`src/rtl/dag_pkg.sv`:
```
package dag_pkg;
   typedef enum logic [1:0] {
      PTR_X    = 2'd0,
      PTR_Y    = 2'd1,
      PTR_Z    = 2'd2,
      PTR_NONE = 2'd3
   } ptr_sel_e;

   typedef enum logic [2:0] {
      AM_PLAIN   = 3'd0,
      AM_POSTINC = 3'd1,
      AM_PREDEC  = 3'd2,
      AM_DISP    = 3'd3,
      AM_DIRECT  = 3'd4
   } amode_e;

   typedef enum logic [1:0] {
      RGN_REGF = 2'd0,
      RGN_IO   = 2'd1,
      RGN_SRAM = 2'd2,
      RGN_OOR  = 2'd3
   } region_e;

   localparam int NUM_PTRS = 3;
endpackage

```
`src/rtl/dag_ptr_sel.sv`:
```
module dag_ptr_sel
   import dag_pkg::*;
#(
   parameter int AW      = 16,
   parameter int IDXW    = 5,
   parameter int LO_BASE = 26
) (
   input  logic [1:0]      sel,
   input  logic [AW-1:0]   px,
   input  logic [AW-1:0]   py,
   input  logic [AW-1:0]   pz,
   output logic [AW-1:0]   val,
   output logic [IDXW-1:0] lo_idx,
   output logic            known
);
   logic [AW-1:0]   bank   [NUM_PTRS];
   logic [IDXW-1:0] idxtbl [NUM_PTRS];

   assign bank[0] = px;
   assign bank[1] = py;
   assign bank[2] = pz;

   for (genvar g = 0; g < NUM_PTRS; g++) begin : g_idx
      assign idxtbl[g] = IDXW'(LO_BASE + 2 * g);
   end

   always_comb begin
      known  = (sel != PTR_NONE);
      val    = '0;
      lo_idx = '0;
      if (known) begin
         val    = bank[sel];
         lo_idx = idxtbl[sel];
      end
   end
endmodule

```
`src/rtl/dag_ea_calc.sv`:
```
module dag_ea_calc
   import dag_pkg::*;
#(
   parameter int AW           = 16,
   parameter int DW           = 6,
   parameter bit ALLOW_X_DISP = 1'b0
) (
   input  logic [2:0]    mode,
   input  logic [1:0]    sel,
   input  logic          known,
   input  logic [AW-1:0] pval,
   input  logic [DW-1:0] disp,
   input  logic [AW-1:0] direct,
   output logic [AW-1:0] ea,
   output logic [AW-1:0] nxt,
   output logic          wb,
   output logic          bad
);
   logic disp_ok;

   if (ALLOW_X_DISP) begin : g_disp_all
      assign disp_ok = known;
   end else begin : g_disp_yz
      assign disp_ok = (sel == PTR_Y) || (sel == PTR_Z);
   end

   logic [AW-1:0] inc_v, dec_v, off_v;
   assign inc_v = pval + AW'(1);
   assign dec_v = pval - AW'(1);
   assign off_v = pval + AW'(disp);

   always_comb begin
      ea  = '0;
      nxt = pval;
      wb  = 1'b0;
      bad = 1'b0;
      case (mode)
         AM_PLAIN: begin
            ea  = pval;
            bad = !known;
         end
         AM_POSTINC: begin
            ea  = pval;
            nxt = inc_v;
            wb  = known;
            bad = !known;
         end
         AM_PREDEC: begin
            ea  = dec_v;
            nxt = dec_v;
            wb  = known;
            bad = !known;
         end
         AM_DISP: begin
            ea  = off_v;
            bad = !disp_ok;
         end
         AM_DIRECT: begin
            ea = direct;
         end
         default: bad = 1'b1;
      endcase
   end
endmodule

```
`src/rtl/dag_region_dec.sv`:
```
module dag_region_dec
   import dag_pkg::*;
#(
   parameter int AW        = 16,
   parameter int REGF_SIZE = 32,
   parameter int IO_SIZE   = 64,
   parameter int SRAM_SIZE = 128
) (
   input  logic [AW-1:0] addr,
   output logic [1:0]    region
);
   localparam int IO_BASE   = REGF_SIZE;
   localparam int SRAM_BASE = IO_BASE + IO_SIZE;
   localparam int SRAM_TOP  = SRAM_BASE + SRAM_SIZE;

   if (SRAM_TOP > (1 << AW)) begin : g_chk_span
      $error("memory regions exceed the address width");
   end

   always_comb begin
      if (addr < AW'(IO_BASE))        region = RGN_REGF;
      else if (addr < AW'(SRAM_BASE)) region = RGN_IO;
      else if (addr < AW'(SRAM_TOP))  region = RGN_SRAM;
      else                            region = RGN_OOR;
   end
endmodule

```
`src/rtl/data_addr_gen.sv`:
```
module data_addr_gen
   import dag_pkg::*;
#(
   parameter int AW           = 16,
   parameter int DW           = 6,
   parameter int REGF_SIZE    = 32,
   parameter int IO_SIZE      = 64,
   parameter int SRAM_SIZE    = 128,
   parameter bit ALLOW_X_DISP = 1'b0,
   localparam int IDXW        = $clog2(REGF_SIZE),
   localparam int LO_BASE     = REGF_SIZE - 2 * NUM_PTRS
) (
   input  logic            clk,
   input  logic            rst_n,
   input  logic            req_valid,
   input  logic [1:0]      req_ptr,
   input  logic [2:0]      req_mode,
   input  logic [DW-1:0]   req_disp,
   input  logic [AW-1:0]   req_direct,
   input  logic [AW-1:0]   ptr_x,
   input  logic [AW-1:0]   ptr_y,
   input  logic [AW-1:0]   ptr_z,
   output logic            res_valid,
   output logic [AW-1:0]   res_addr,
   output logic [1:0]      res_region,
   output logic            res_err,
   output logic            wb_en,
   output logic [IDXW-1:0] wb_idx,
   output logic [AW-1:0]   wb_value,
   output logic [AW-1:0]   prog_addr
);
   if (AW < 8) begin : g_chk_aw
      $error("address width too small");
   end
   if (REGF_SIZE < 2 * NUM_PTRS || (REGF_SIZE % 2) != 0) begin : g_chk_rf
      $error("register file must be even and hold all pointer pairs");
   end
   if (DW < 1 || DW >= AW) begin : g_chk_dw
      $error("displacement width out of range");
   end

   logic [AW-1:0]   sel_val;
   logic [IDXW-1:0] sel_idx;
   logic            sel_known;
   logic [AW-1:0]   ea, nxt;
   logic            upd, bad;
   logic [1:0]      rgn;

   dag_ptr_sel #(.AW(AW), .IDXW(IDXW), .LO_BASE(LO_BASE)) u_sel (
      .sel(req_ptr), .px(ptr_x), .py(ptr_y), .pz(ptr_z),
      .val(sel_val), .lo_idx(sel_idx), .known(sel_known)
   );

   dag_ea_calc #(.AW(AW), .DW(DW), .ALLOW_X_DISP(ALLOW_X_DISP)) u_calc (
      .mode(req_mode), .sel(req_ptr), .known(sel_known), .pval(sel_val),
      .disp(req_disp), .direct(req_direct),
      .ea(ea), .nxt(nxt), .wb(upd), .bad(bad)
   );

   dag_region_dec #(.AW(AW), .REGF_SIZE(REGF_SIZE), .IO_SIZE(IO_SIZE),
                    .SRAM_SIZE(SRAM_SIZE)) u_rgn (
      .addr(ea), .region(rgn)
   );

   assign prog_addr = ptr_z;

   always_ff @(posedge clk) begin
      if (!rst_n) begin
         res_valid  <= 1'b0;
         res_addr   <= '0;
         res_region <= RGN_REGF;
         res_err    <= 1'b0;
         wb_en      <= 1'b0;
         wb_idx     <= '0;
         wb_value   <= '0;
      end else begin
         res_valid <= req_valid;
         if (req_valid) begin
            res_addr   <= bad ? '0 : ea;
            res_region <= bad ? RGN_OOR : rgn;
            res_err    <= bad;
            wb_en      <= upd && !bad;
            wb_idx     <= sel_idx;
            wb_value   <= nxt;
         end else begin
            res_err <= 1'b0;
            wb_en   <= 1'b0;
         end
      end
   end

   AST_LATENCY: assert property (@(posedge clk) disable iff (!rst_n) req_valid |=> res_valid);
   AST_IDLE_QUIET: assert property (@(posedge clk) disable iff (!rst_n) !req_valid |=> !res_valid && !wb_en);
   AST_ERR_NO_WB: assert property (@(posedge clk) disable iff (!rst_n) res_err |-> !wb_en && res_region == RGN_OOR);
   AST_WB_STEP: assert property (@(posedge clk) disable iff (!rst_n) wb_en |-> (wb_value == res_addr + AW'(1)) || (wb_value == res_addr));
   AST_WB_IDX_EVEN: assert property (@(posedge clk) disable iff (!rst_n) wb_en |-> !wb_idx[0]);
   AST_REGF_LOW: assert property (@(posedge clk) disable iff (!rst_n) (res_valid && !res_err && res_addr < AW'(REGF_SIZE)) |-> res_region == RGN_REGF);
   AST_DIRECT_OK: assert property (@(posedge clk) disable iff (!rst_n) (req_valid && req_mode == AM_DIRECT) |=> !res_err && !wb_en);

   if (!ALLOW_X_DISP) begin : g_ast_xdisp
      AST_X_DISP_ERR: assert property (@(posedge clk) disable iff (!rst_n) (req_valid && req_ptr == PTR_X && req_mode == AM_DISP) |=> res_err);
   end
endmodule

```
`config.mk`:
```
export PLATFORM = sky130hd
export DESIGN_NAME = data_addr_gen
export DESIGN_NICKNAME = d
export VERILOG_FILES = /design/src/rtl/dag_pkg.sv /design/src/rtl/dag_ptr_sel.sv /design/src/rtl/dag_ea_calc.sv /design/src/rtl/dag_region_dec.sv /design/src/rtl/data_addr_gen.sv
export SDC_FILE = /design/constraint.sdc
export NUM_CORES = 1
export LEC_CHECK = 0
export BUFFER_PORTS_ARGS = -buffer_cell sky130_fd_sc_hd__clkbuf_2
export CAP_MARGIN = 20
export CORE_MARGIN = 5
export CORE_UTILIZATION = 35
export DETAILED_ROUTE_END_ITERATION = 7
export GPL_ROUTABILITY_DRIVEN = 0
export MAX_ROUTING_LAYER = met4
export PLACE_DENSITY_LB_ADDON = 0.08
export REMOVE_ABC_BUFFERS = 1
export SKIP_CTS_REPAIR_TIMING = 1
export SLEW_MARGIN = 20
export SYNTH_ARGS = -nofsm -noshare
export SYNTH_HDL_FRONTEND = slang
export SYNTH_HIERARCHICAL = 1
export SYNTH_SLANG_ARGS = --single-unit
```
`constraint.sdc`:
```
create_clock -name clk -period 7.7 [get_ports clk]
set_input_delay 0.77 -clock clk [delete_from_list [all_inputs] [get_ports clk]]
set_output_delay 0.77 -clock clk [all_outputs]
set_load 0.01 [all_outputs]
```
==> metrics.txt <==
run status finished, final reports clean; RSZ-0062 raised after global routing no; crit share post-route 64.6%; # nets final 717; antenna-violating nets left 0; fin crit period 4.97 ns; final worst slack 2.73 ns; CTS tree done; first-pass iteration count of the detailed router 4; Critical Path Source Type primary input; WL final 13.4 mm; Post-Layout Cell Count 774; combinational fraction of design power 35.8%; vias per cell 5.46; io pins 136; final hold vios 0; DRC 0; Sw Share 35.0%; area grow syn2layout 15.2%; Layout Skew 0 ns; setup tns final 0 ns; flops & latches, synth 42; CTS root buf clkbuf_16; DIE AREA 0.0142 mm²; switching pwr 248 µW; initial DRC count 253; vias in the first global route 4245; chip height 119 µm; Leak 2.17 nW; DPL Wire Length 10.4 mm; Setup crit end kind flip-flop; number of buffers created by CTS 5; top_reg_cell synth dfxtp_1; Seq/Total Area, Yosys 20.1%; Clock transition at path regs 0.06 ns; Slew HR 31.0%; Placed Cells 766; CP Max Fanout 20; first-pass GRT wire length 21.6 mm; Final Setup Violations 0; most frequent cells in the layout clkbuf_2, nand2_1, dfxtp_1; Initial Util 35.3%; GRT overflow 0; placed inst area 0.00467 mm²; core area 0.0119 mm²; pwr/cell area 147 mW/mm²; largest net degree at the start of global routing 58; Die Wd 119 µm; Sequential Power Share 33.1%; R2R setup slack 7.02 ns; later-pin clock latency in the skew report 0.28 ns; DR WL/cell 17.4 µm; number of synthesis warnings 6; Sink Count 42; Syn Area/Cell 7.68 µm²; Gate Count Post-Synth 545; share of layout cells above drive strength 1 31.1%; dpl ws 2.47 ns; antenna violations before repair 0; CTS max path bufs 2; Int Power 461 µW; final instance area 0.00482 mm²; number of core rows 40; count of unique library cells instantiated by Yosys 68; Buffers on Ports 135; hold_ws 0.487 ns; Post-synth ARST share 0%; H-tree Lvls 2; final core occ 40.6%; worst vdd ir 0.0660 mV; max-slew violations 0; clock network power share 31.1%; CP Data Arrival Time 5.15 ns; Tot Pwr 709 µW; commonest non-fill, non-tap cell in the layout clkbuf_2; Worst Path Required 7.88 ns; GR Util All Layers 18.9%; Post-synth EDFFs 0; antenna cells 0; maximum achievable frequency 0.201 GHz; max-cap violations 0; worst slew pin tran 1.03 ns; Synth Cell Area 0.00419 mm²; via count 4228; Hold WC Path Type flip-flop to flip-flop; WS Path Type primary input to flip-flop
[registers in the layout, indices dropped and copies added, names as in the netlist]
| register | flops |
|---|---|
| res_region | 2 |
| wb_idx | 5 |
| res_addr | 16 |
| res_err | 1 |
| res_valid | 1 |
| wb_value | 16 |
| wb_en | 1 |
[synthesized netlist by cell type (5+ instances only)]
cell,instances,area [µm²]
a21oi_1,32,160
o21ai_0,24,120
nand4_1,8,50.1
mux2_4,10,150
nor3_1,8,40.0
nor4_1,6,37.5
nand3b_1,17,128
buf_4,25,188
dfxtp_1,42,841
buf_2,6,30.0
buf_6,7,78.8
a211oi_1,6,45.0
nor2_1,34,128
ha_1,12,150
nand3_1,30,150
nand2_1,55,206
xor2_1,18,158
a22oi_1,15,113
inv_1,9,33.8
xnor2_1,10,87.6
a31oi_1,7,43.8
nor2b_1,23,144
clkbuf_1,25,93.8
mux2i_1,23,230
and3_1,5,31.3
mux2_2,7,78.8
o21ai_2,10,87.6
[cells by family after synthesis]
kind of cell | after synthesis | synth area share (%)
multiplexers | 40 | 11.0
AO/OA/AOI/OAI | 131 | 21.2
other | 1 | 0.0896
buffers and inverters | 78 | 11.1
XOR/XNOR | 28 | 5.86
flip-flops | 42 | 20.1
AND/OR/NAND/NOR | 212 | 26.7
adder cells (fa/ha/maj) | 13 | 4.06
[power by group through the flow]
stage	clock network [mW]	registers (mW)	logic (mW)
2_1_floorplan	0	0.245	0.147
3_3_place_gp	0	0.239	0.251
3_5_place_dp	0	0.240	0.253
4_1_cts	0.230	0.235	0.254
5_1_grt	0.240	0.236	0.281
6_report	0.220	0.235	0.254
[cell type report]
cell class	instances	area [µm²]
fillers	1255	7040
clock inverters	2	12.5
flip-flops and latches	42	841
multi-input cells	425	2880
repair buffers	141	721
well taps	147	184
inverters	11	41.3
clock buffers	6	139
[routing by layer]
metal | wire length (µm) | global-route usage, % | up-vias
met5 | 0 | - | -
met4 | 112 | 2.72 | 0
met3 | 553 | 2.71 | 12
met2 | 6610 | 32.2 | 129
met1 | 6160 | 24.4 | 1992
li1 | - | - | 2095
[worst paths after layout]
check / cells after the start / from / to
setup / recovery: 13 / req_ptr[0] / res_region[0]$_SDFFE_PN0P_
hold / removal: 2 / res_addr[5]$_SDFFE_PN0P_ / res_addr[5]$_SDFFE_PN0P_
setup reg to reg: 1 / res_region[1]$_SDFFE_PN0P_ / res_region[1]$_SDFFE_PN0P_
hold reg to reg: 2 / res_addr[5]$_SDFFE_PN0P_ / res_addr[5]$_SDFFE_PN0P_
[worst max-delay path, cell delays in order]
cell       delay, ns
clkbuf_2        0.35
ha_1            0.53
a21oi_1         0.72
ha_1            0.34
fa_1            0.26
a211oi_1        0.13
o21ai_0         0.45
nand4_1         0.18
xnor2_1         0.18
a221o_1         0.34
nor4_1          0.43
o2111ai_1       0.18
o221a_2         0.28
(Power assumes the default switching activity.)
